### src/rtl/nic_pkg.sv
package nic_pkg;
  localparam int NSRC = 4;
  localparam int SW   = 2;
  localparam int PRW  = 3;
  localparam int DW   = 8;
  localparam int AW   = 16;
  localparam int LW   = 4;

  localparam logic [PRW-1:0] PRIO_NONE = 3'd4;
  localparam logic [AW-1:0]  USER_PC   = 16'h1000;
  localparam logic [AW-1:0]  VEC_BASE  = 16'h2000;
  localparam logic [AW-1:0]  VEC_STEP  = 16'h0100;
  localparam logic [DW-1:0]  ACC_INIT  = 8'h00;
  localparam logic [DW-1:0]  R0_INIT   = 8'h12;
  localparam logic [DW-1:0]  R1_INIT   = 8'h34;
  localparam logic [DW-1:0]  R2_INIT   = 8'h56;
  localparam logic [DW-1:0]  R3_INIT   = 8'h78;

  typedef struct packed {
    logic [AW-1:0]  pc;
    logic [DW-1:0]  acc;
    logic [DW-1:0]  r0;
    logic [DW-1:0]  r1;
    logic [DW-1:0]  r2;
    logic [DW-1:0]  r3;
    logic           ien;
    logic [PRW-1:0] prio;
  } frame_t;

  // service length in clock cycles; selector 3 behaves as 2
  function automatic logic [LW-1:0] svc_len(input logic [SW-1:0] src,
                                             input logic [1:0] sel);
    logic [1:0] s;
    s = (sel == 2'd3) ? 2'd2 : sel;
    case ({src, s})
      4'b00_00: svc_len = 4'd3;
      4'b00_01: svc_len = 4'd5;
      4'b00_10: svc_len = 4'd8;
      4'b01_00: svc_len = 4'd4;
      4'b01_01: svc_len = 4'd6;
      4'b01_10: svc_len = 4'd9;
      4'b10_00: svc_len = 4'd2;
      4'b10_01: svc_len = 4'd4;
      4'b10_10: svc_len = 4'd7;
      4'b11_00: svc_len = 4'd2;
      4'b11_01: svc_len = 4'd4;
      default:  svc_len = 4'd6;
    endcase
  endfunction

  function automatic logic [AW-1:0] vec_of(input logic [SW-1:0] src);
    vec_of = VEC_BASE + VEC_STEP * AW'(src);
  endfunction
endpackage

### src/rtl/nic_pending.sv
module nic_pending
  import nic_pkg::*;
#(
  parameter int PERIOD = 20
) (
  input  logic            clk,
  input  logic            rst_n,
  input  logic [NSRC-1:0] trig,
  input  logic [NSRC-1:0] auto_on,
  input  logic [NSRC-1:0] auto_off,
  input  logic [NSRC-1:0] clr,
  output logic [NSRC-1:0] pend,
  output logic [NSRC-1:0] auto_en,
  output logic            tick
);
  localparam int CW = (PERIOD > 1) ? $clog2(PERIOD) : 1;

  logic [CW-1:0] tcnt;

  assign tick = (tcnt == CW'(PERIOD - 1));

  always_ff @(posedge clk or negedge rst_n) begin
    if (!rst_n) begin
      tcnt    <= '0;
      auto_en <= '0;
      pend    <= '0;
    end else begin
      tcnt    <= tick ? '0 : tcnt + 1'b1;
      auto_en <= (auto_en | auto_on) & ~auto_off;
      pend    <= (pend | trig | (auto_en & {NSRC{tick}})) & ~clr;
    end
  end
endmodule

### src/rtl/nic_arbiter.sv
module nic_arbiter
  import nic_pkg::*;
(
  input  logic [NSRC-1:0] pend,
  input  logic            ien,
  input  logic            nest_en,
  input  logic [PRW-1:0]  cur_prio,
  output logic            have,
  output logic [SW-1:0]   src
);
  logic [NSRC-1:0] allow;
  logic            idle;

  assign idle = (cur_prio == PRIO_NONE);

  for (genvar i = 0; i < NSRC; i++) begin : g_allow
    if (i == 0) begin : g_nmi
      assign allow[i] = pend[i] & (idle | (nest_en & (PRW'(i) < cur_prio)));
    end else begin : g_mask
      assign allow[i] = pend[i] & ien & (idle | (nest_en & (PRW'(i) < cur_prio)));
    end
  end

  always_comb begin
    have = 1'b0;
    src  = '0;
    for (int i = NSRC - 1; i >= 0; i--) begin
      if (allow[i]) begin
        have = 1'b1;
        src  = SW'(i);
      end
    end
  end
endmodule

### src/rtl/nic_frame_stack.sv
module nic_frame_stack
  import nic_pkg::*;
#(
  parameter int DEPTH = 4,
  localparam int DPW = $clog2(DEPTH + 1),
  localparam int IW  = (DEPTH > 1) ? $clog2(DEPTH) : 1
) (
  input  logic           clk,
  input  logic           rst_n,
  input  logic           push,
  input  logic           pop,
  input  frame_t         din,
  output frame_t         top,
  output logic [DPW-1:0] depth,
  output logic           full
);
  frame_t         mem [DEPTH];
  logic [IW-1:0]  wr_idx;
  logic [IW-1:0]  rd_idx;

  assign full   = (depth == DPW'(DEPTH));
  assign wr_idx = IW'(depth);
  assign rd_idx = (depth == '0) ? '0 : IW'(depth - 1'b1);
  assign top    = mem[rd_idx];

  always_ff @(posedge clk or negedge rst_n) begin
    if (!rst_n) begin
      depth <= '0;
    end else if (push && !full) begin
      depth <= depth + 1'b1;
    end else if (pop && depth != '0) begin
      depth <= depth - 1'b1;
    end
  end

  always_ff @(posedge clk) begin
    if (push && !full) mem[wr_idx] <= din;
  end
endmodule

### src/rtl/nest_irq_ctrl.sv
module nest_irq_ctrl
  import nic_pkg::*;
#(
  parameter int DEPTH       = 4,
  parameter int AUTO_PERIOD = 20,
  localparam int DPW = $clog2(DEPTH + 1)
) (
  input  logic            clk,
  input  logic            rst_n,
  input  logic            instr_stb,
  input  logic [NSRC-1:0] irq_trig,
  input  logic [NSRC-1:0] auto_on,
  input  logic [NSRC-1:0] auto_off,
  input  logic [2*NSRC-1:0] len_sel,
  input  logic            ien_wr,
  input  logic            ien_val,
  input  logic            nest_en,
  output logic [AW-1:0]   pc_o,
  output logic [DW-1:0]   acc_o,
  output logic [DW-1:0]   r0_o,
  output logic [DW-1:0]   r1_o,
  output logic [DW-1:0]   r2_o,
  output logic [DW-1:0]   r3_o,
  output logic            ien_o,
  output logic [PRW-1:0]  cur_prio_o,
  output logic [DPW-1:0]  depth_o,
  output logic [2:0]      pend_cnt_o,
  output logic [NSRC-1:0] pend_o,
  output logic [NSRC-1:0] auto_en_o,
  output logic            ovf_err_o
);
  // architectural state
  logic [AW-1:0]  pc_q;
  logic [DW-1:0]  acc_q, r0_q, r1_q, r2_q, r3_q;
  logic           ien_q;
  logic [PRW-1:0] cur_prio;
  logic           ovf_q;
  logic [LW-1:0]  tmr [NSRC];

  // named internal events
  logic            in_isr;
  logic            cand_have;
  logic [SW-1:0]   acc_src;
  logic            acc_evt;
  logic            ret_evt;
  logic            ovf_evt;
  logic            stk_full;
  logic [DPW-1:0]  depth;
  logic [NSRC-1:0] pend;
  logic [NSRC-1:0] auto_en;
  logic [NSRC-1:0] clr_mask;
  logic            auto_tick;
  frame_t          cur_frame;
  frame_t          top_frame;

  assign in_isr  = (cur_prio != PRIO_NONE);
  assign ret_evt = in_isr && (tmr[cur_prio[SW-1:0]] == LW'(1));
  assign acc_evt = instr_stb && cand_have && !ret_evt && !stk_full;
  assign ovf_evt = instr_stb && cand_have && !ret_evt && stk_full;

  for (genvar i = 0; i < NSRC; i++) begin : g_clr
    assign clr_mask[i] = acc_evt && (acc_src == SW'(i));
  end

  assign cur_frame = '{pc: pc_q, acc: acc_q, r0: r0_q, r1: r1_q, r2: r2_q,
                       r3: r3_q, ien: ien_q, prio: cur_prio};

  nic_pending #(.PERIOD(AUTO_PERIOD)) u_pend (
    .clk      (clk),
    .rst_n    (rst_n),
    .trig     (irq_trig),
    .auto_on  (auto_on),
    .auto_off (auto_off),
    .clr      (clr_mask),
    .pend     (pend),
    .auto_en  (auto_en),
    .tick     (auto_tick)
  );

  nic_arbiter u_arb (
    .pend     (pend),
    .ien      (ien_q),
    .nest_en  (nest_en),
    .cur_prio (cur_prio),
    .have     (cand_have),
    .src      (acc_src)
  );

  nic_frame_stack #(.DEPTH(DEPTH)) u_stack (
    .clk   (clk),
    .rst_n (rst_n),
    .push  (acc_evt),
    .pop   (ret_evt),
    .din   (cur_frame),
    .top   (top_frame),
    .depth (depth),
    .full  (stk_full)
  );

  always_ff @(posedge clk or negedge rst_n) begin
    if (!rst_n) begin
      pc_q     <= USER_PC;
      acc_q    <= ACC_INIT;
      r0_q     <= R0_INIT;
      r1_q     <= R1_INIT;
      r2_q     <= R2_INIT;
      r3_q     <= R3_INIT;
      ien_q    <= 1'b1;
      cur_prio <= PRIO_NONE;
      ovf_q    <= 1'b0;
    end else begin
      if (ret_evt) begin
        pc_q     <= top_frame.pc;
        acc_q    <= top_frame.acc;
        r0_q     <= top_frame.r0;
        r1_q     <= top_frame.r1;
        r2_q     <= top_frame.r2;
        r3_q     <= top_frame.r3;
        ien_q    <= top_frame.ien;
        cur_prio <= top_frame.prio;
      end else begin
        if (acc_evt) begin
          pc_q     <= vec_of(acc_src);
          r0_q     <= DW'(acc_src);
          cur_prio <= {1'b0, acc_src};
        end else if (instr_stb) begin
          pc_q <= pc_q + 1'b1;
          if (in_isr) acc_q <= acc_q + 1'b1;
        end
        if (ien_wr) ien_q <= ien_val;
      end
      if (ovf_evt) ovf_q <= 1'b1;
    end
  end

  for (genvar i = 0; i < NSRC; i++) begin : g_tmr
    always_ff @(posedge clk or negedge rst_n) begin
      if (!rst_n) begin
        tmr[i] <= '0;
      end else if (acc_evt && acc_src == SW'(i)) begin
        tmr[i] <= svc_len(SW'(i), len_sel[2*i +: 2]);
      end else if (in_isr && !acc_evt && cur_prio == PRW'(i)) begin
        tmr[i] <= tmr[i] - 1'b1;
      end
    end
  end

  assign pc_o       = pc_q;
  assign acc_o      = acc_q;
  assign r0_o       = r0_q;
  assign r1_o       = r1_q;
  assign r2_o       = r2_q;
  assign r3_o       = r3_q;
  assign ien_o      = ien_q;
  assign cur_prio_o = cur_prio;
  assign depth_o    = depth;
  assign pend_cnt_o = 3'($countones(pend));
  assign pend_o     = pend;
  assign auto_en_o  = auto_en;
  assign ovf_err_o  = ovf_q;
endmodule

### config.mk
export PLATFORM = sky130hd
export DESIGN_NAME = nest_irq_ctrl
export DESIGN_NICKNAME = d
export VERILOG_FILES = /design/src/rtl/nic_pkg.sv /design/src/rtl/nic_pending.sv /design/src/rtl/nic_arbiter.sv /design/src/rtl/nic_frame_stack.sv /design/src/rtl/nest_irq_ctrl.sv
export SDC_FILE = /design/constraint.sdc
export NUM_CORES = 1
export LEC_CHECK = 0
export BUFFER_PORTS_ARGS = -buffer_cell sky130_fd_sc_hd__buf_2
export CORE_MARGIN = 4
export CORE_UTILIZATION = 49
export CTS_BUF_LIST = sky130_fd_sc_hd__clkbuf_4 sky130_fd_sc_hd__clkbuf_8
export CTS_CLUSTER_SIZE = 25
export DETAILED_ROUTE_END_ITERATION = 6
export GPL_TIMING_DRIVEN = 0
export HOLD_SLACK_MARGIN = 0.1
export PLACE_DENSITY = 0.7
export SETUP_SLACK_MARGIN = 0.1
export SLEW_MARGIN = 20
export SYNTH_ARGS = -nofsm -noshare
export SYNTH_HDL_FRONTEND = slang
export SYNTH_SLANG_ARGS = --single-unit
### constraint.sdc
create_clock -name clk -period 4.4 [get_ports clk]
set_input_delay 0.22 -clock clk [delete_from_list [all_inputs] [get_ports clk]]
set_output_delay 0.22 -clock clk [all_outputs]
set_load 0.1 [all_outputs]
==> impl_metrics.json, run 1 <==
{
  "setup_ws_final_ns": 0.3728,
  "drt_first_iter_violations": 918,
  "placementRows": 61,
  "min_period_ns": 4.027,
  "path_delay_family": "buffers and inverters",
  "port-buffer-count": 100,
  "gp_congestion": 0.8347,
  "worstPathMaxFanout": 10,
  "ys_warn_count": 0,
  "clock_input_transition_at_the_sequential_cells_of_the_worst_setup_and_hold_paths_ns": 0.06,
  "maxSlewHeadroom_pct": 33.75,
  "via_per_inst": 5.605,
  "commonest_non_fill_non_tap_cells_in_the_layout": "240 x sky130_fd_sc_hd__edfxtp_1, 164 x sky130_fd_sc_hd__nand2_1, 103 x sky130_fd_sc_hd__buf_2, 95 x sky130_fd_sc_hd__o21ai_0, 77 x sky130_fd_sc_hd__dfrtp_1",
  "setup.worst_path.class": "reg -> reg",
  "wire_per_inst_microns": 20.12,
  "worst_path_buffer_plus_inverter_count": 7,
  "use_met2_pct": 35.82,
  "first_global_vias": 9393,
  "drt_pre_antenna_iters": 5,
  "fillCellCount": 2292,
  "globalRouteOverflowTotal": 0,
  "final_max_slew_viol_count": 0,
  "worst_ep_required_time_ns": 4.83,
  "outcome": "finished, final reports clean",
  "layout-area-overhead-vs-synth_pct": 17.54,
  "final-seq-area_sq_um": 9554,
  "via_count": 9382,
  "yosysUniqueCellTypes": 62,
  "setup_viol": 0,
  "antenna_found_initial": 0,
  "asyncSetResetFlopFracSynth_pct": 27.93,
  "floorplan.core_area_sq_um": 27780,
  "dp.final_hpwl_microns": 21150,
  "grt_use_met1_pct": 30.22,
  "initial_core_util_pct": 49.73,
  "synth-edff-count": 240,
  "antenna_violating_nets_post_route": 0,
  "crit_path_cell_trace": "clkbuf_1 > clkbuf_2 > clkbuf_2 > inv_1 > ha_1 > or2_2 > clkbuf_1 > clkbuf_2 > clkbuf_1 > nand3_1 > o21ai_0 > o21ai_0",
  "worst-endpoint-arrival_ns": 4.46,
  "die_area_sq_um": 30950,
  "post_synthesis_net_count": 1111,
  "cts_num_sinks": 333,
  "cts_root_buf": "sky130_fd_sc_hd__clkbuf_8",
  "timing.fmax_ghz": 0.2483,
  "synth_cells": 1069,
  "fin_nets": 1295,
  "cts_inserted_buffers": 52,
  "place_inst": 1551,
  "synth_ff_type": "sky130_fd_sc_hd__edfxtp_1",
  "synth_seq_cells": 333,
  "grt_met3_usage_pct": 3.960,
  "crit_path_start_kind": "flop",
  "preCtsSetupSlack_ns": -0.3117,
  "setup-tns-final_ns": 0,
  "die-width_microns": 175.9,
  "grt_pass1_wl_microns": 52700,
  "clockBufferDepth": 3,
  "final_util_pct": 58.45,
  "cts_tree": "built",
  "most_common_cell_after_layout_fill_and_taps_aside": "sky130_fd_sc_hd__edfxtp_1",
  "finalCritPeriodShare_pct": 91.53,
  "cpMaxStageDelayCell": "sky130_fd_sc_hd__clkbuf_1",
  "multiInputGateArea_sq_um": 3931,
  "finalWirelength_microns": 33690,
  "n_antenna_cell": 0,
  "layout_cells_sized_above_1_pct": 21.60,
  "worst_pin_slew_ns": 0.9916,
  "grt_util_all_layers_pct": 21.79,
  "grt_setup_unrepaired": "no",
  "grt.busiest_layer": "met2",
  "seq_area_frac_synth_pct": 69.15,
  "drcViolationCount": 0,
  "stdcell_count": 1674,
  "clk-insertion-delay-late_ns": 0.59,
  "num_io_pins": 101,
  "drv.max_cap_violation_count": 0,
  "critPathCaptureType": "flop",
  "fin_worst_skew_ns": 0.03350,
  "mappedNetlistArea_sq_um": 13820,
  "count_of_endpoints_failing_hold_in_the_final_timing_report": 0,
  "post_synth.cell_area_avg_sq_um": 12.92,
  "die-height_microns": 175.9,
  "worst_path_largest_cell_delay_ns": 0.53,
  "grt_start_max_net_pins": 74,
  "class_of_the_tightest_hold_or_removal_check": "in -> async",
  "ctsHtreeMaxLevel": 2
}
cell families after synthesis:
| group | share of synthesized area [%] |
|---|---|
| AO/OA/AOI/OAI | 9.591 |
| buffers and inverters | 2.527 |
| adder cells (fa/ha/maj) | 1.503 |
| XOR/XNOR | 1.395 |
| AND/OR/NAND/NOR | 11.86 |
| multiplexers | 3.967 |
| flip-flops | 69.15 |
layer usage:
layer	vias to the layer above	share of wire [%]
li1	4329	-
met1	4647	43
met2	342	49
met3	64	6.4
met4	0	1.9
met5	-	0
cells in the mapped netlist (18+ instances only):
library cell	instances	area, sq um
sky130_fd_sc_hd__nor2b_1	20	125.1
sky130_fd_sc_hd__nand3_1	67	335.3
sky130_fd_sc_hd__a21oi_1	18	90.09
sky130_fd_sc_hd__clkbuf_1	50	187.7
sky130_fd_sc_hd__mux2_2	46	518.0
sky130_fd_sc_hd__a211oi_1	26	195.2
sky130_fd_sc_hd__edfxtp_1	240	7207
sky130_fd_sc_hd__nand2_1	164	615.6
sky130_fd_sc_hd__o21ai_0	95	475.5
sky130_fd_sc_hd__dfrtp_1	77	1927
sky130_fd_sc_hd__inv_1	23	86.33
sky130_fd_sc_hd__nor2_1	47	176.4
per-stage QoR:
stage                     hold WS (ns)  cell area, sq um
after floorplan               -0.07559             13820
after global placement          0.3720             14800
after detailed placement       0.09670             14920
after CTS                       0.1829             16240
after global routing            0.2088             16240
final                           0.2085             16240
worst register-to-register path, cell delays in order (launching register included):
cell and delay [ns]:
sky130_fd_sc_hd__dfrtp_1 0.41, sky130_fd_sc_hd__clkbuf_1 0.30, sky130_fd_sc_hd__clkbuf_2 0.33, sky130_fd_sc_hd__clkbuf_2 0.34, sky130_fd_sc_hd__inv_1 0.11, sky130_fd_sc_hd__ha_1 0.33
sky130_fd_sc_hd__or2_2 0.17, sky130_fd_sc_hd__clkbuf_1 0.50, sky130_fd_sc_hd__clkbuf_2 0.43, sky130_fd_sc_hd__clkbuf_1 0.53, sky130_fd_sc_hd__nand3_1 0.16, sky130_fd_sc_hd__o21ai_0 0.16
sky130_fd_sc_hd__o21ai_0 0.13
flip-flops by register name (all words and copies together), names as in the netlist, 3 cells and up:
name            flops
u_stack.depth       3
r2_o                8
tmr                16
r0_o                8
u_pend.pend         4
acc_o               8
r3_o                8
r1_o                8
pc_o               16
u_pend.auto_en      4
u_stack.mem       240
u_pend.tcnt         5
cur_prio_o          3
area by class of cell:
class	instances	share of cell area [%]
clock buffer	81	6.056
tap	378	2.912
multi-input combinational	653	24.21
clock inverter	16	0.4546
buffer	61	1.664
sequential	333	58.83
timing repair buffer	129	5.339
inverter	23	0.5316
what timing repair did:
action                                  CTS  global route
gates resized for setup                   6             2
endpoints found under the setup margin  238           198
endpoints found under the hold margin   107             0
cloned                                    1             0
hold buffers                             25             0
buffers inserted                          0             0
pin swaps                                 1             0
path summary, 6_finish.rpt:
kind / end / start / cells past startpoint / slack [ns]
max: pc_o[7]$_DFFE_PN0P_ / u_stack.depth[0]$_DFFE_PN0P_ / 12 / 0.37
min: r2_o[1]$_DFFE_PN1P_ / rst_n / 2 / 0.21
max reg2reg: pc_o[7]$_DFFE_PN0P_ / u_stack.depth[0]$_DFFE_PN0P_ / 12 / 0.37
min reg2reg: u_pend.tcnt[0]$_DFF_PN0_ / u_pend.tcnt[0]$_DFF_PN0_ / 1 / 0.48
max in group asynchronous: r3_o[2]$_DFFE_PN0P_ / rst_n / 3 / 3.00
min in group clk: pc_o[3]$_DFFE_PN0P_ / instr_stb / 4 / 0.26
Power of run 1 is not shown: default switching activity piles up to over one toggle a cycle in this logic, so the estimate is an artifact.
==> inputs of run 2 (changes only) <==
ABC_AREA = 1   (was unset)
==> impl_metrics.json, run 2 <==
{
  "setup.worst_path.class": "reg -> reg",
  "max-vdd-ir-drop_v": 0.0002317,
  "drcViolationCount": 0,
  "clkPwrFrac_pct": 44.1,
  "preCtsSetupSlack_ns": 0.1544,
  "synth-edff-count": 240,
  "antenna_violating_nets_post_route": 0,
  "intPower_mw": 4.884,
  "setup_ws_final_ns": 0.3663,
  "worst_pin_slew_ns": 0.9180,
  "p_total_mw": 6.147,
  "antenna_found_initial": 0,
  "synth_top_cell_by_area": "sky130_fd_sc_hd__edfxtp_1",
  "initial_core_util_pct": 49.91,
  "post_synth.cell_area_avg_sq_um": 11.24,
  "pwr-share-seq_pct": 54.3,
  "synth_cells": 1240,
  "cts_inserted_buffers": 53,
  "power.switching_mw": 1.263,
  "crit_path_start_kind": "flop",
  "synth_seq_cells": 333,
  "final-seq-area_sq_um": 9554,
  "swShare_pct": 20.54,
  "count_of_endpoints_failing_hold_in_the_final_timing_report": 0,
  "power.combinational.fraction_pct": 1.6,
  "placementRows": 61,
  "class_of_the_tightest_hold_or_removal_check": "in -> async",
  "critPathCaptureType": "flop",
  "worstPathMaxFanout": 11,
  "finalCritPeriodShare_pct": 91.67,
  "ys_warn_count": 0,
  "setup-tns-final_ns": 0,
  "die_area_sq_um": 31220,
  "synth_top_cell_area_share_pct": 51.69,
  "gp_congestion": 0.9085,
  "num_io_pins": 101,
  "cell_pwr_density_nw_per_um2": 368.5,
  "ctsHtreeMaxLevel": 2,
  "stdcell_count": 1856,
  "synth_ff_type": "sky130_fd_sc_hd__edfxtp_1",
  "asyncSetResetFlopFracSynth_pct": 27.93,
  "outcome": "finished, final reports clean",
  "finalWirelength_microns": 34010,
  "globalRouteOverflowTotal": 0,
  "leakage_nw": 5.766,
  "n_antenna_cell": 0,
  "fillCellCount": 2248,
  "via_per_inst": 5.425,
  "final_max_slew_viol_count": 0,
  "drt_first_iter_violations": 854,
  "grt_setup_unrepaired": "no",
  "cts_root_buf": "sky130_fd_sc_hd__clkbuf_8",
  "whs_ns": 0.1380,
  "drt_pre_antenna_iters": 5,
  "min_period_ns": 4.034,
  "layout_cells_sized_above_1_pct": 17.79,
  "r2r_setup_slack_ns": 0.37,
  "mappedNetlistArea_sq_um": 13940,
  "grt_util_all_layers_pct": 21.49,
  "dp.final_hpwl_microns": 21510,
  "worst_ep_required_time_ns": 4.87,
  "fin_nets": 1476,
  "clock_input_transition_at_the_sequential_cells_of_the_worst_setup_and_hold_paths_ns": 0.06,
  "timing.fmax_ghz": 0.2479,
  "most_common_cell_after_layout_fill_and_taps_aside": "sky130_fd_sc_hd__nand2_1",
  "floorplan.core_area_sq_um": 27930,
  "post_synthesis_net_count": 1282,
  "port-buffer-count": 100,
  "wire_per_inst_microns": 18.33,
  "place_inst": 1731,
  "cts_num_sinks": 333,
  "yosys-top-cells-area": "sky130_fd_sc_hd__edfxtp_1 52%, sky130_fd_sc_hd__dfrtp_1 14%, sky130_fd_sc_hd__nand2_1 7.5%",
  "layout-area-overhead-vs-synth_pct": 19.63,
  "fin_worst_skew_ns": 0.03148,
  "worst-endpoint-arrival_ns": 4.50,
  "grt_pass1_wl_microns": 52890,
  "synth.cells.most_frequent": "280 x sky130_fd_sc_hd__nand2_1, 240 x sky130_fd_sc_hd__edfxtp_1, 134 x sky130_fd_sc_hd__nor2_1",
  "clockBufferDepth": 3,
  "largest_register_ff_count": 240,
  "via_count": 10070,
  "setup_viol": 0,
  "first_global_vias": 9817,
  "largest-register": "u_stack.mem",
  "ff2ff_path_depth": 13,
  "cts_tree": "built",
  "commonest_non_fill_non_tap_cells_in_the_layout": "280 x sky130_fd_sc_hd__nand2_1, 240 x sky130_fd_sc_hd__edfxtp_1, 130 x sky130_fd_sc_hd__nor2_1, 105 x sky130_fd_sc_hd__buf_2, 97 x sky130_fd_sc_hd__o21ai_0",
  "drv.max_cap_violation_count": 0,
  "seq_area_frac_synth_pct": 68.52,
  "clk-insertion-delay-late_ns": 0.60,
  "grt_start_max_net_pins": 68,
  "die-height_microns": 176.7,
  "cts.repair_timing.setup_buffer_count": 0,
  "die-width_microns": 176.7,
  "synth.most_common_cell": "sky130_fd_sc_hd__nand2_1",
  "multiInputGateArea_sq_um": 3882,
  "yosysUniqueCellTypes": 40,
  "maxSlewHeadroom_pct": 38.58
}
==> run 2: cell types whose count changed after synthesis, moves of 10 or more <==
cell                       delta
sky130_fd_sc_hd__a22oi_1     +18
sky130_fd_sc_hd__nand3_1     -18
sky130_fd_sc_hd__nand2_1    +116
sky130_fd_sc_hd__nor2_1      +87
sky130_fd_sc_hd__a31oi_1     -13
sky130_fd_sc_hd__nor2b_1     -20
sky130_fd_sc_hd__a211oi_1    -26
sky130_fd_sc_hd__inv_1       +51
sky130_fd_sc_hd__xor2_1      +13
sky130_fd_sc_hd__a311oi_1    -10
sky130_fd_sc_hd__mux2_2      -46
sky130_fd_sc_hd__o22ai_1     +52
==> run 2: cells by family (layout without fill, tap and decap cells) <==
group	count (synthesis)	count (layout)	synth area share, %
buf+inv	134	372	3.850
flops	333	333	68.52
xor+xnor	29	29	1.822
mux	2	2	0.1436
fa+ha+maj	16	16	1.490
compound gates	217	217	8.857
simple gates	509	509	15.32
==> run 2: worst paths after layout <==
check | startpoint | to
worst max-delay path | u_stack.depth[0]$_DFFE_PN0P_ | pc_o[11]$_DFFE_PN0P_
worst min-delay path | rst_n | tmr[9]$_DFFE_PN0P_
worst max register to register | u_stack.depth[0]$_DFFE_PN0P_ | pc_o[11]$_DFFE_PN0P_
worst min register to register | ovf_err_o$_DFFE_PN0P_ | ovf_err_o$_DFFE_PN0P_
max in group asynchronous | rst_n | r3_o[5]$_DFFE_PN1P_
min in group clk | nest_en | r0_o[1]$_DFFE_PN1P_
==> run 2: repair_timing <==
item / CTS / global route
resized for setup: 0 / 3
endpoints found under the hold margin: 101 / 0
hold buffers: 26 / 0
endpoints found under the setup margin: 0 / 38
==> run 2: stage by stage <==
stage / util [%] / area [sq um]
after floorplan: - / 13950
after global placement: 53.44 / 14930
after detailed placement: 54.76 / 15300
after CTS: 59.71 / 16680
after global routing: 59.72 / 16680
final: 59.72 / 16680
==> run 2: critical path, cell delays in order, from the launching register on <==
cell and delay (ns):
sky130_fd_sc_hd__dfrtp_1 0.45, sky130_fd_sc_hd__inv_1 0.17, sky130_fd_sc_hd__clkbuf_1 0.29, sky130_fd_sc_hd__clkbuf_2 0.34, sky130_fd_sc_hd__ha_1 0.34, sky130_fd_sc_hd__ha_1 0.25
sky130_fd_sc_hd__nor2_1 0.71, sky130_fd_sc_hd__inv_2 0.25, sky130_fd_sc_hd__clkbuf_1 0.36, sky130_fd_sc_hd__clkbuf_1 0.36, sky130_fd_sc_hd__nor2_1 0.17, sky130_fd_sc_hd__o22ai_1 0.09
sky130_fd_sc_hd__nand2_1 0.08, sky130_fd_sc_hd__nand2_1 0.07
==> run 2: routing by layer <==
layer | wire length (microns) | GRT usage, % | vias to the layer above
met1 | 13830 | 28.37 | 4900
li1 | - | - | 4715
met5 | 0 | 0 | -
met4 | 898 | 7.479 | 0
met2 | 16610 | 35.33 | 383
met3 | 2672 | 4.978 | 71
==> run 2: layout make-up <==
class	instances	area share, %
plain buffers	55	1.455
clock buffers	82	6.016
clock inverters	17	0.6526
inverters	79	1.778
multi-input cells	773	23.27
flip-flops and latches	333	57.28
well taps	378	2.835
repair buffers	139	6.713
==> run 2: power groups by stage <==
stage	clock network, mW	registers (mW)	logic, mW
final	2.71	3.34	0.0961
after global routing	2.91	3.34	0.106
after CTS	2.76	3.34	0.0970
after detailed placement	0	3.40	0.0770
after global placement	0	3.40	0.0723
after floorplan	0	3.42	0.0159
Note: power is estimated with default switching activity, not from simulation.
==> inputs of run 3 (changes only) <==
==> constraint.sdc (replaced) <==
create_clock -name clk -period 3.5 [get_ports clk]
set_input_delay 0.175 -clock clk [delete_from_list [all_inputs] [get_ports clk]]
set_output_delay 0.175 -clock clk [all_outputs]
set_load 0.05 [all_outputs]
==> impl_metrics.json, run 3 (same netlist as run 2, synthesis figures left out) <==
{
  "drt_first_iter_violations": 797,
  "initial_core_util_pct": 49.91,
  "drcViolationCount": 0,
  "layout-area-overhead-vs-synth_pct": 19.76,
  "layout_cells_sized_above_1_pct": 18.81,
  "cell_pwr_density_nw_per_um2": 464.3,
  "setup_viol": 0,
  "dp.final_hpwl_microns": 21620,
  "die-width_microns": 176.7,
  "ff2ff_path_depth": 11,
  "n_antenna_cell": 0,
  "die_area_sq_um": 31220,
  "grt_pass1_wl_microns": 54480,
  "wire_per_inst_microns": 18.42,
  "finalCritPeriodShare_pct": 92.12,
  "cts_root_buf": "sky130_fd_sc_hd__clkbuf_8",
  "floorplan.core_area_sq_um": 27930,
  "first_global_vias": 10100,
  "r2r_setup_slack_ns": 0.28,
  "fin_worst_skew_ns": 0.01345,
  "worst_pin_slew_ns": 0.8153,
  "port-buffer-count": 100,
  "drt_pre_antenna_iters": 5,
  "min_period_ns": 3.224,
  "final_design_area_no_fill_sq_um": 16700,
  "fin_nets": 1479,
  "ctsHtreeMaxLevel": 2,
  "finalWirelength_microns": 34280,
  "critPathCapture": "u_stack.mem[0][4]$_DFFE_PP_",
  "most_common_cell_after_layout_fill_and_taps_aside": "sky130_fd_sc_hd__nand2_1",
  "largest_register_ff_count": 240,
  "count_of_endpoints_failing_hold_in_the_final_timing_report": 0,
  "grt_setup_unrepaired": "yes",
  "globalRouteOverflowTotal": 0,
  "outcome": "finished, final reports clean",
  "clock_input_transition_at_the_sequential_cells_of_the_worst_setup_and_hold_paths_ns": 0.06,
  "final_max_slew_viol_count": 0,
  "rr_endpoint": "u_stack.mem[0][4]$_DFFE_PP_",
  "gp_congestion": 0.9086,
  "worst_setup_startpoint": "u_stack.depth[0]$_DFFE_PN0P_",
  "timing.fmax_ghz": 0.3102,
  "setup-tns-final_ns": 0,
  "cts_tree": "built",
  "antenna_found_initial": 0,
  "place_inst": 1729,
  "die-height_microns": 176.7,
  "class_of_the_tightest_hold_or_removal_check": "in -> reg",
  "grt_util_all_layers_pct": 22.03,
  "via_count": 10090,
  "worst_ep_required_time_ns": 3.78,
  "maxSlewHeadroom_pct": 45.35,
  "clockBufferDepth": 3,
  "worstPathMaxFanout": 23,
  "critPathCaptureType": "flop",
  "detailed_place.area_sq_um": 15230,
  "commonest_non_fill_non_tap_cells_in_the_layout": "280 x sky130_fd_sc_hd__nand2_1, 240 x sky130_fd_sc_hd__edfxtp_1, 128 x sky130_fd_sc_hd__nor2_1, 107 x sky130_fd_sc_hd__buf_2, 97 x sky130_fd_sc_hd__o21ai_0",
  "leakage_nw": 5.789,
  "antenna_violating_nets_post_route": 0,
  "stdcell_count": 1861,
  "grt_start_max_net_pins": 51,
  "num_io_pins": 101,
  "cts_num_sinks": 333,
  "worst-endpoint-arrival_ns": 3.50,
  "setup.worst_path.class": "reg -> reg",
  "largest-register": "u_stack.mem",
  "cts_inserted_buffers": 54,
  "clk-insertion-delay-late_ns": 0.59,
  "rr_startpoint": "u_stack.depth[0]$_DFFE_PN0P_",
  "max-vdd-ir-drop_v": 0.0002374,
  "fillCellCount": 2265,
  "drv.max_cap_violation_count": 0,
  "crit_path_start_kind": "flop",
  "placementRows": 61,
  "via_per_inst": 5.421
}
run 3: cell types whose count changed in the layout (fill, tap and decap cells not counted), moves of 3 or more:
cell	delta
sky130_fd_sc_hd__dlygate4sd3_1	+3
sky130_fd_sc_hd__clkbuf_4	+4
sky130_fd_sc_hd__clkbuf_1	-12
sky130_fd_sc_hd__clkbuf_2	+7
sky130_fd_sc_hd__buf_16	-4
run 3: cell type report:
cell class	instances	area, sq um	share of cell area, %
flip-flops and latches	333	9555	57.22
multi-input cells	774	3904	23.38
repair buffers	140	1067	6.391
clock buffers	83	1017	6.092
well taps	378	473.0	2.832
inverters	79	296.5	1.776
plain buffers	55	269.0	1.611
clock inverters	19	116.4	0.6968
run 3: what timing repair did:
item | CTS | global route
setup endpoints to repair | 219 | 138
hold endpoints to repair | 112 | 0
setup buffers | 1 | 0
gates cloned | 1 | 0
hold buffers | 28 | 0
gates resized for setup | 15 | 15
pin swaps | 2 | 0
run 3: worst min-delay path by stage:
stage / depth (start not counted) / endpoint / startpoint
after floorplan: 0 / acc_o[0]$_DFFE_PN0P_ / rst_n
after global placement: 2 / u_pend.auto_en[3]$_DFF_PN0_ / auto_off[3]
after detailed placement: 1 / tmr[10]$_DFFE_PN0P_ / rst_n
after CTS: 7 / r0_o[1]$_DFFE_PN1P_ / nest_en
after global routing: 7 / r0_o[1]$_DFFE_PN1P_ / nest_en
final: 7 / r0_o[1]$_DFFE_PN1P_ / nest_en
run 3: power by group:
group	internal (mW)	leakage (nW)	switching, mW	total [mW]
logic	0.0445	2.89	0.0655	0.110
clock network	1.93	0.601	1.52	3.45
registers	4.19	2.30	0.00271	4.20
total	6.17	5.79	1.59	7.75
run 3: routing by layer:
metal	vias to the layer above	wire length, microns	GRT usage, %
met2	427	17080	37.73
met3	60	2511	4.016
li1	4732	-	-
met1	4870	14060	29.29
met4	0	631	5.803
met5	-	0	0
run 3: critical path: stages, from the launching register on:
cell and delay, ns:
sky130_fd_sc_hd__dfrtp_2 0.44, sky130_fd_sc_hd__inv_1 0.14, sky130_fd_sc_hd__clkbuf_4 0.23, sky130_fd_sc_hd__clkbuf_4 0.24, sky130_fd_sc_hd__ha_1 0.27, sky130_fd_sc_hd__ha_1 0.26
sky130_fd_sc_hd__inv_1 0.17, sky130_fd_sc_hd__nand2_4 0.12, sky130_fd_sc_hd__buf_6 0.19, sky130_fd_sc_hd__nor2_4 0.38, sky130_fd_sc_hd__buf_16 0.23, sky130_fd_sc_hd__buf_12 0.20
run 3: per-stage QoR:
step / hold WS, ns / power [mW] / utilization [%] / setup slack (ns)
2_1_floorplan: -0.1206 / 4.305 / - / 0.2516
3_3_place_gp: 0.3262 / 4.353 / 53.51 / -0.8820
3_5_place_dp: 0.1571 / 4.358 / 54.51 / -0.8149
4_1_cts: 0.2112 / 7.816 / 59.71 / 0.1125
5_1_grt: 0.3074 / 8.006 / 59.78 / 0.09624
6_report: 0.2575 / 7.754 / 59.78 / 0.2759
